[config.mk]
export PLATFORM = sky130hd
export DESIGN_NAME = gpio_irq_ctrl
export DESIGN_NICKNAME = d
export VERILOG_FILES = /design/src/rtl/gpio_irq_ctrl.sv
export SDC_FILE = /design/constraint.sdc
export NUM_CORES = 1
export LEC_CHECK = 0
export ABC_AREA = 1
export ABC_CLOCK_PERIOD_IN_PS = 1700
export BUFFER_PORTS_ARGS = -buffer_cell sky130_fd_sc_hd__buf_2
export CORE_ASPECT_RATIO = 1.25
export CORE_MARGIN = 1
export CORE_UTILIZATION = 50
export CTS_CLUSTER_DIAMETER = 120
export DETAILED_ROUTE_END_ITERATION = 7
export PLACE_DENSITY = 0.69
export SLEW_MARGIN = 15
export SYNTH_ARGS = -nofsm -noshare
export SYNTH_HDL_FRONTEND = slang
export SYNTH_SLANG_ARGS = --single-unit
[constraint.sdc]
create_clock -name clk -period 1.7 [get_ports clk]
set_input_delay 0.255 -clock clk [delete_from_list [all_inputs] [get_ports clk]]
set_output_delay 0.255 -clock clk [all_outputs]
set_load 0.01 [all_outputs]
[src/rtl/gpio_irq_ctrl.sv]
module gpio_irq_ctrl #(
  parameter int W  = 16,
  parameter int AW = 6
) (
  input  logic          clk,
  input  logic          rst_n,
  input  logic          bus_wr,
  input  logic [AW-1:0] bus_addr,
  input  logic [W-1:0]  bus_wdata,
  output logic [W-1:0]  bus_rdata,
  input  logic [W-1:0]  pin_in,
  output logic [W-1:0]  pin_out,
  output logic [W-1:0]  pin_oe,
  output logic          irq
);
  localparam logic [AW-1:0] A_DIR  = AW'('h00);
  localparam logic [AW-1:0] A_LVL  = AW'('h04);
  localparam logic [AW-1:0] A_POL  = AW'('h08);
  localparam logic [AW-1:0] A_RISE = AW'('h0C);
  localparam logic [AW-1:0] A_FALL = AW'('h10);
  localparam logic [AW-1:0] A_IN   = AW'('h14);
  localparam logic [AW-1:0] A_SET  = AW'('h18);
  localparam logic [AW-1:0] A_OCLR = AW'('h1C);
  localparam logic [AW-1:0] A_OUT  = AW'('h20);
  localparam logic [AW-1:0] A_MASK = AW'('h28);
  localparam logic [AW-1:0] A_EN   = AW'('h2C);
  localparam logic [AW-1:0] A_STAT = AW'('h30);
  localparam logic [AW-1:0] A_ICLR = AW'('h34);

  logic [W-1:0] dir_q, lvl_q, pol_q, rise_q, fall_q, dout_q, mask_q, en_q;
  logic [W-1:0] sync1_q, sync2_q, prev_q, edge_pend_q;
  logic [W-1:0] edge_evt, level_hit, status, clr_vec;

  assign clr_vec   = (bus_wr && bus_addr == A_ICLR) ? bus_wdata : '0;
  assign edge_evt  = ~lvl_q & ((rise_q & sync2_q & ~prev_q) | (fall_q & ~sync2_q & prev_q));
  assign level_hit = lvl_q & ~(sync2_q ^ pol_q);
  assign status    = (edge_pend_q | level_hit) & ~mask_q & en_q;
  assign pin_out   = dout_q;
  assign pin_oe    = dir_q;

  always_ff @(posedge clk or negedge rst_n) begin
    if (!rst_n) begin
      dir_q       <= '0;
      lvl_q       <= '0;
      pol_q       <= '0;
      rise_q      <= '0;
      fall_q      <= '0;
      dout_q      <= '0;
      mask_q      <= '1;
      en_q        <= '0;
      sync1_q     <= '0;
      sync2_q     <= '0;
      prev_q      <= '0;
      edge_pend_q <= '0;
      irq         <= 1'b0;
    end else begin
      sync1_q     <= pin_in;
      sync2_q     <= sync1_q;
      prev_q      <= sync2_q;
      edge_pend_q <= (edge_pend_q & ~clr_vec) | edge_evt;
      irq         <= |status;
      if (bus_wr) begin
        case (bus_addr)
          A_DIR:   dir_q  <= bus_wdata;
          A_LVL:   lvl_q  <= bus_wdata;
          A_POL:   pol_q  <= bus_wdata;
          A_RISE:  rise_q <= bus_wdata;
          A_FALL:  fall_q <= bus_wdata;
          A_SET:   dout_q <= dout_q | bus_wdata;
          A_OCLR:  dout_q <= dout_q & ~bus_wdata;
          A_MASK:  mask_q <= bus_wdata;
          A_EN:    en_q   <= bus_wdata;
          default: ;
        endcase
      end
    end
  end

  always_comb begin
    case (bus_addr)
      A_DIR:   bus_rdata = dir_q;
      A_LVL:   bus_rdata = lvl_q;
      A_POL:   bus_rdata = pol_q;
      A_RISE:  bus_rdata = rise_q;
      A_FALL:  bus_rdata = fall_q;
      A_IN:    bus_rdata = sync2_q;
      A_OUT:   bus_rdata = dout_q;
      A_MASK:  bus_rdata = mask_q;
      A_EN:    bus_rdata = en_q;
      A_STAT:  bus_rdata = status;
      default: bus_rdata = '0;
    endcase
  end

  assert_set_drives_high_R3: assert property (@(posedge clk) disable iff (!rst_n)
    (bus_wr && bus_addr == A_SET) |=> ((pin_out & $past(bus_wdata)) == $past(bus_wdata)));

  assert_clear_drives_low_R3: assert property (@(posedge clk) disable iff (!rst_n)
    (bus_wr && bus_addr == A_OCLR) |=> ((pin_out & $past(bus_wdata)) == '0));

  assert_full_mask_quiet_R7: assert property (@(posedge clk) disable iff (!rst_n)
    (mask_q == '1) |=> !irq);

  assert_pending_held_R8: assert property (@(posedge clk) disable iff (!rst_n)
    (|(edge_pend_q & ~clr_vec)) |=> (($past(edge_pend_q & ~clr_vec) & ~edge_pend_q) == '0));

  assert_no_enable_quiet_R7: assert property (@(posedge clk) disable iff (!rst_n)
    (en_q == '0) |=> !irq);
endmodule

==> results of run 1 <==
## worst max-delay path by stage
stage	endpoint	slack (ns)	depth (start not counted)
after global placement	bus_rdata[0]	-0.14	11
final	bus_rdata[13]	-0.14	12
after floorplan	bus_rdata[10]	0.16	8
after global routing	bus_rdata[4]	-0.24	12
after detailed placement	bus_rdata[0]	-0.16	11
after CTS	bus_rdata[6]	-0.12	13
## layout make-up
type,instances,area [um^2],area share [%]
clock inverters,11,126,1.10
inverters,104,393,3.42
repair buffers,183,1700,14.8
well taps,224,280,2.44
multi-input cells,704,3650,31.8
flip-flops and latches,193,4850,42.3
clock buffers,21,480,4.18
## routing by layer
metal	wire [um]	GRT usage (%)	vias to the layer above	part of all wire (%)
li1	-	-	3706	-
met1	10300	35.7	3770	41
met2	12700	50.2	241	51
met3	1120	5.16	72	4.5
met4	954	12.8	0	3.8
met5	0	0	-	0
## sequential cells by signal, summed over array words and instances (netlist names), named ones only
signal and flops:
sync2_q 16, edge_pend_q 16, en_q 16, irq 1, mask_q 16, rise_q 16, lvl_q 16, pin_oe 16
sync1_q 16, pol_q 16, prev_q 16, fall_q 16
## worst max-delay path, stage by stage
cell and delay [ns]:
buf_6 0.09, nor2_4 0.18, buf_6 0.13, nand2_4 0.06, nor3_4 0.22, buf_6 0.16, buf_12 0.13, nand2_4 0.04
nand2_2 0.06, nor2_1 0.03, nand3_1 0.08, buf_2 0.14
## stage by stage
stage	hold slack, ns	total power, mW	area (um^2)	worst slack (ns)	utilization (%)
after CTS	0.0177	11.1	11400	-0.118	65.0
after detailed placement	0.245	6.97	10200	-0.155	58.1
after floorplan	-0.0406	6.31	8950	0.157	-
after global routing	0.0251	11.6	11500	-0.242	65.6
after global placement	0.244	6.92	10200	-0.139	58.1
final	0.0235	11.2	11500	-0.141	65.6
## Yosys cell counts (20+ instances only)
library cell	instances	area, um^2
dfrtp_1	177	4430
o21ai_1	31	155
inv_1	103	387
nand2_1	319	1200
a21oi_1	32	160
buf_6	20	225
o21ai_0	112	561
nand3_1	66	330
nor2_1	58	218
## cells by family after synthesis
family	after synthesis
and+or+nand+nor	464
AOI/OAI and AO/OA	240
buffers and inverters	142
DFF	193
## what timing repair did
action,CTS,global route
hold buffers,17,0
endpoints found under the hold margin,53,0
pin swaps,14,28
setup buffers,11,3
endpoints found under the setup margin,16,16
cloned,3,0
gates resized for setup,70,57
## power by group through the flow
stage / clock [mW] / sequential, mW / combinational (mW)
after global placement: 0 / 5.63 / 1.29
after floorplan: 0 / 5.58 / 0.730
after detailed placement: 0 / 5.63 / 1.34
final: 4.12 / 5.60 / 1.44
after CTS: 4.15 / 5.56 / 1.43
after global routing: 4.34 / 5.65 / 1.64
==> metrics, run 1 <==
Critical Path Fanout Max 5; antenna viol nets, final 0; largest net degree at the start of global routing 49; nets@finish 1244; Worst-Margin Slew 0.439 ns; asr flop ratio synth 100%; P_int 8.07 mW; mux cell area share after synthesis 0%; PortBufs 89; DRT Pass-1 Iters 5; Peak VDD IR 801 uV; post-route minimum period 1.84 ns; combinational share of power 12.9%; Primary FF master, synth dfrtp_1; sequential group share of total power 50.2%; Fillers 1425; Crit path required time 1.44 ns; Static Leak 5.75 nW; Final Hold Fails 0; Antenna Cells 0; htree depth 4; crit path kind in -> out; worst setup path startpoint bus_addr[1]; Post-Synth Adder-Cell Area 0%; sw frac 27.6%; CTS Buf Count 17; routability cong. 0.885; total nets after synthesis 1080; synth unique cells 28; Top-Level Pins 90; core area 0.0175 mm^2; die area 0.0184 mm^2; # DRC 0; failing checks negative setup slack; CP endpoint kind output pin; startpoint types primary input; DP Wirelength 16700 um; placement row count 54; Reg-to-Reg End irq; CTS sink cnt 193; die height 152 um; clk buf depth 2; Clock Power Share 37.0%; skew final 0.00738 ns; unrepaired setup endpoints after global routing true; Max Fclk 543 MHz; Yosys reg bits 193; Layout Cells excl Fill 1440; Iter 0 DRT Violations 611; Die X-Extent 122 um; CP Data Arrival Time 1.59 ns; GRT Overall Usage 29.1%; global route total overflow 0; RR Startpoint sync2_q[5]; Cells after DPL 1377; vias per std cell 5.41; most frequent cells in the layout nand2_1, dfrtp_1, inv_1, o21ai_0, buf_2; status complete, but fails checks; min-delay src bus_wdata[8]; most common cell after layout, fill and taps aside nand2_1; Switch Pwr 3.08 mW; CTS clk-pin slew, worst paths 0.07 ns; worst r2r path cells 10; Post-Syn Area 0.00895 mm^2; PnR worst setup slack -0.141 ns; synth warn 0; Post-Synthesis Cells 1039; Clock Root Buffer clkbuf_16; WL final 25100 um; number of synthesized flops with an enable pin 0; Initial Util 51.2%; via count 7789; CTS tree done; pwr dens 971 mW/mm^2; initial antenna violation count 0; Synth Area in Compound Gates 15.2%; Synth Area in XOR/XNOR 0%; clock latency on the worst-skew pair 0.44 ns; Routed wire per std cell 17.4 um; worst slew margin relative to its limit 70.8%; sequential area share after synthesis 54.2%; R2R setup slack 0.40 ns; area share of and/or/nand/nor cells after synthesis 22.6%; syn_area_per_cell 8.62 um^2; max_cap viols 0; Pins Over Slew Limit 0; global-route wire length before repair 40500 um; HP Class in -> reg; hold depth 2; period utilization 108%; Final Setup Violations 16; layout cells sized above 1 26.6%; vias in the first global route 7828; largest family of logic cells by synthesized area simple AND/OR/NAND/NOR gates; Post-Route Setup TNS -1.65 ns; synth-to-layout area growth 28.3%
Power figures use the tool's default switching activity.
==> run 2: changes to the inputs <==
Settings changed: ABC_CLOCK_PERIOD_IN_PS 1700 to 2100.
Clock period 1.7 ns to 2.1 ns, I/O delays scaled along.
==> run 2 against run 1 <==
- the flow now finishes without violations
- sequential cell count unchanged
- wire length decreased by 5.7%
- non-clock buffer count decreased by 46
- global-route usage decreased by 1.7 points
- sequential power decreased by 19%
- cell area decreased by 8.1%
- final cell count decreased by 3.2%
- via count decreased by 3.4%
- die area unchanged
- clock-buffer cell count unchanged
- highest routed layer unchanged
==> metrics, run 2 (synthesized netlist as in run 1, its figures left out) <==
CTS Buf Count 17; startpoint types primary input; Routed wire per std cell 17.0 um; Iter 0 DRT Violations 653; Top-Level Pins 90; Initial Util 51.2%; htree depth 4; unrepaired setup endpoints after global routing true; DP Wirelength 15300 um; most common cell after layout, fill and taps aside nand2_1; worst slew margin relative to its limit 67.4%; CP dominant cell by count buf_2; CTS tree done; slowest stage cell on the critical path nor2_4; Die X-Extent 122 um; WL final 23700 um; Clock Root Buffer clkbuf_16; hold depth 2; Final Setup Violations 0; sequential cell area 0.00485 mm^2; nets@finish 1198; worst hold slack 0.0935 ns; global-route wire length before repair 38000 um; CP max stage delay 0.25 ns; via count 7524; Worst-Margin Slew 0.489 ns; global route total overflow 0; CTS clk-pin slew, worst paths 0.07 ns; PortBufs 89; placement row count 54; die height 152 um; Max Fclk 500 MHz; min-delay src bus_wdata[14]; routability cong. 0.876; GRT Overall Usage 27.4%; period utilization 95.3%; most frequent cells in the layout nand2_1, dfrtp_1, o21ai_0, inv_1, buf_2; clk buf depth 2; CTS sink cnt 193; die area 0.0184 mm^2; worst r2r path cells 10; max_cap viols 0; DRT Pass-1 Iters 7; CP Data Arrival Time 1.69 ns; layout cells sized above 1 17.7%; skew final 0.00917 ns; Switch Pwr 2.42 mW; CP endpoint kind output pin; RR Startpoint sync2_q[7]; cells along the critical path buf_2 -> nor2_4 -> nand3_4 -> buf_4 -> nor2_8 -> buf_12 -> nand2_1 -> o21ai_0 -> nor2_1 -> nand3_1 -> buf_2; Reg-to-Reg End irq; final core utilization 60.3%; antenna viol nets, final 0; largest net degree at the start of global routing 55; Peak VDD IR 639 uV; Clock Power Share 37.1%; R2R setup slack 0.78 ns; Crit path max-delay family simple AND/OR/NAND/NOR gates; post-route minimum period 2.00 ns; # DRC 0; synth-to-layout area growth 17.8%; combinational share of power 12.1%; multi-input logic area 0.00339 mm^2; vias per std cell 5.40; Critical Path Fanout Max 10; sw frac 27.3%; Crit path required time 1.78 ns; core area 0.0175 mm^2; P_int 6.45 mW; Buf/Inv on CP 4; Fillers 1502; Final Hold Fails 0; clock latency on the worst-skew pair 0.44 ns; initial antenna violation count 0; Pins Over Slew Limit 0; status finished, final reports clean; vias in the first global route 7090; Antenna Cells 0; Static Leak 5.21 nW; crit path kind in -> out; HP Class in -> reg; pwr dens 842 mW/mm^2; sequential group share of total power 50.8%
==> run 2: changes by cell type in the layout (fill, tap and decap cells not counted), moves of 4 or more <==
cell     before  now
buf_4        32   17
nand3_2      22    0
nand2_1     284  319
nand3_1      44   66
buf_6        25    0
nand2_2      31    1
buf_12       27   14
buf_2        79   88
nand2_4      10    6
nor2_2        9    3
nor2_1       49   56
o21ai_0      94  111
o21ai_1      47   31
==> run 2: worst reg2reg max path, cell delays in order, from the launching register on <==
cell	delay (ns)
dfrtp_1	0.43
inv_1	0.09
nand2_1	0.05
nand3_1	0.08
nand2_1	0.07
nand2_1	0.08
nand2_1	0.08
inv_1	0.07
nand2_1	0.05
nor2_1	0.12
nand2_1	0.09
==> run 2: power by group through the flow <==
| stage | sequential [mW] | clock [mW] | combinational (mW) |
|---|---|---|---|
| after CTS | 4.50 | 3.33 | 1.08 |
| after floorplan | 4.52 | 0 | 0.591 |
| after global routing | 4.56 | 3.49 | 1.24 |
| after global placement | 4.56 | 0 | 1.02 |
| after detailed placement | 4.57 | 0 | 1.05 |
| final | 4.51 | 3.30 | 1.07 |
==> run 2: metrics by stage <==
| stage | total power, mW | cells | setup TNS, ns | cell area [um^2] | setup WS (ns) |
|---|---|---|---|---|---|
| final | 8.88 | 1394 | 0 | 10500 | 0.0983 |
| after global routing | 9.29 | 1394 | -0.00485 | 10500 | -0.00485 |
| after CTS | 8.92 | 1394 | 0 | 10500 | 0.0293 |
| after detailed placement | 5.62 | 1345 | 0 | 9770 | 0.0297 |
| after global placement | 5.58 | 1345 | 0 | 9770 | 0.0960 |
| after floorplan | 5.11 | 1039 | 0 | 8950 | 0.437 |
==> run 2: per-layer routing <==
metal | global-route usage, % | up-vias | share of wire [%]
met2 | 45.7 | 215 | 50
li1 | - | 3612 | -
met5 | 0 | - | 0
met4 | 10.7 | 0 | 2.5
met1 | 35.9 | 3645 | 43
met3 | 4.23 | 52 | 4.4
==> run 2: final cells by class <==
class / instances / share of cell area (%)
Timing Repair Buffer: 137 / 9.79
Sequential cell: 193 / 46.0
Clock inverter: 11 / 1.22
Tap cell: 224 / 2.66
Clock buffer: 21 / 4.46
Inverter: 104 / 3.74
Multi-Input combinational cell: 704 / 32.2
==> run 2: what timing repair did <==
item / in CTS / in global routing
hold endpoints to repair: 56 / 0
setup endpoints to repair: 0 / 3
buffers inserted: 0 / 0
resized for setup: 0 / 3
hold buffers: 17 / 0
==> run 2: how the worst max path moves through the flow <==
stage                      from       endpoint  cells past startpoint
floorplan           bus_addr[1]  bus_rdata[10]                      8
global placement    bus_addr[1]   bus_rdata[0]                     10
detailed placement  bus_addr[1]   bus_rdata[5]                     10
CTS                 bus_addr[1]   bus_rdata[5]                     10
global route        bus_addr[0]   bus_rdata[5]                     10
finish              bus_addr[0]  bus_rdata[12]                     11
==> run 3: changes to the inputs <==
Settings changed: ABC_CLOCK_PERIOD_IN_PS 2100 to 2600.
Clock period 2.1 ns to 2.6 ns, I/O delays scaled along.
==> run 3 against run 2 <==
- critical path depth shrank 2
- worst hold slack lost 0.038 ns
- non-clock buffer count shrank 19
- global-route usage shrank 0.19 points
- setup slack gained 0.18 ns
- first-iteration DRC count shrank 18%
- total power shrank 17%
- critical path type unchanged
- largest power group unchanged
==> metrics, run 3 (synthesized netlist as in run 1, its figures left out) <==
clock latency on the worst-skew pair 0.43 ns; max_cap viols 0; post_cts resized 0; CP dominant cell by count buf_2; CP max stage delay 0.38 ns; post-route minimum period 2.32 ns; Die X-Extent 122 um; Top-Level Pins 90; htree depth 4; most common cell after layout, fill and taps aside nand2_1; die height 152 um; crit path kind in -> out; startpoint types primary input; Critical Path Fanout Max 17; slowest stage cell on the critical path or2_1; via count 7381; # DRC 0; worst setup path startpoint bus_addr[5]; CP Capture Point bus_rdata[7]; unrepaired setup endpoints after global routing false; Antenna Cells 0; period utilization 89.1%; routability cong. 0.845; Post-Route Setup TNS 0 ns; hold depth 1; nets@finish 1179; pwr dens 715 mW/mm^2; Reg-to-Reg End irq; antenna viol nets, final 0; Static Leak 5.11 nW; min-delay src pin_in[10]; WL final 23500 um; HP Class in -> reg; Routed wire per std cell 17.1 um; clk buf depth 2; layout cells sized above 1 17.4%; die area 0.0184 mm^2; CTS clk-pin slew, worst paths 0.07 ns; Final Hold Fails 0; Crit path required time 2.21 ns; worst slew margin relative to its limit 60.8%; post-CTS setup buffer count 0; CTS Buf Count 17; CP Data Arrival Time 1.93 ns; vias per std cell 5.37; DRT Pass-1 Iters 6; Max Fclk 432 MHz; placement row count 54; number of hold buffers added after cts 1; Pins Over Slew Limit 0; Clock Root Buffer clkbuf_16; Iter 0 DRT Violations 537; cells along the critical path buf_2 -> or2_1 -> buf_4 -> nor2_8 -> nand2_1 -> o21ai_0 -> nor2_1 -> nand3_1 -> buf_2; global route total overflow 0; Peak VDD IR 499 uV; R2R setup slack 1.33 ns; largest net degree at the start of global routing 73; global-route wire length before repair 37700 um; synth-to-layout area growth 14.6%; Final Setup Violations 0; RR Startpoint sync2_q[2]; Initial Util 51.2%; initial antenna violation count 0; worst r2r path cells 10; worst hold slack 0.0556 ns; status finished, final reports clean; CTS tree done; PortBufs 89; skew final 0.00588 ns; CP endpoint kind output pin; core area 0.0175 mm^2; most frequent cells in the layout nand2_1, dfrtp_1, o21ai_0, inv_1, buf_2; vias in the first global route 7201; CTS sink cnt 193; Fillers 1570; Worst-Margin Slew 0.589 ns; DP Wirelength 15600 um; GRT Overall Usage 27.2%
==> run 3: cell types whose count changed in the layout (fill, tap and decap cells not counted), sizes merged <==
cell / previous run / this run
buf: 119 / 116
clkinv: 6 / 5
clkinvlp: 2 / 1
inv: 105 / 104
dlygate4sd3: 17 / 1
bufinv: 2 / 5
==> run 3: worst max-delay path, delay by kind of cell <==
family	cells	cell delay (ns)
simple gates	5	0.97
buf+inv	3	0.47
compound gates	1	0.10
==> run 3: through the flow <==
stage / area [um^2] / cells / utilization [%] / setup WS [ns] / total power, mW
floorplan: 8950 / 1039 / - / 0.787 / 4.13
global placement: 9610 / 1342 / 54.9 / 0.302 / 4.49
detailed placement: 9610 / 1342 / 54.9 / 0.291 / 4.52
CTS: 10300 / 1375 / 58.6 / 0.282 / 7.37
global route: 10300 / 1375 / 58.6 / 0.191 / 7.66
finish: 10300 / 1375 / 58.6 / 0.283 / 7.34
==> run 3: final cells by class <==
class / count / area (um^2) / share of cell area [%]
clock buffer: 21 / 450 / 4.39
clock inverter: 11 / 186 / 1.82
inverter: 104 / 390 / 3.81
multi-input combinational: 704 / 3390 / 33.0
sequential: 193 / 4850 / 47.3
tap: 224 / 280 / 2.73
timing repair buffer: 118 / 712 / 6.94
==> run 3: how the worst min path moves through the flow <==
stage,end
floorplan,async pin
global placement,sync2_q[11]
detailed placement,sync2_q[12]
CTS,sync1_q[14]
global route,sync1_q[14]
finish,sync1_q[10]
==> run 3: power by group <==
group	internal, mW	switching [mW]	leakage [nW]	total, mW
clock network	1.73	1.13	0.311	2.86
logic	0.321	0.513	2.48	0.835
registers	3.36	0.279	2.31	3.64
total	5.41	1.92	5.11	7.34
==> run 3: layer usage <==
metal	wire length, um	vias up	global-route usage, %
li1	-	3569	-
met1	9940	3534	34.8
met2	11800	227	46.0
met3	1150	51	4.94
met4	613	0	10.1
met5	0	-	0
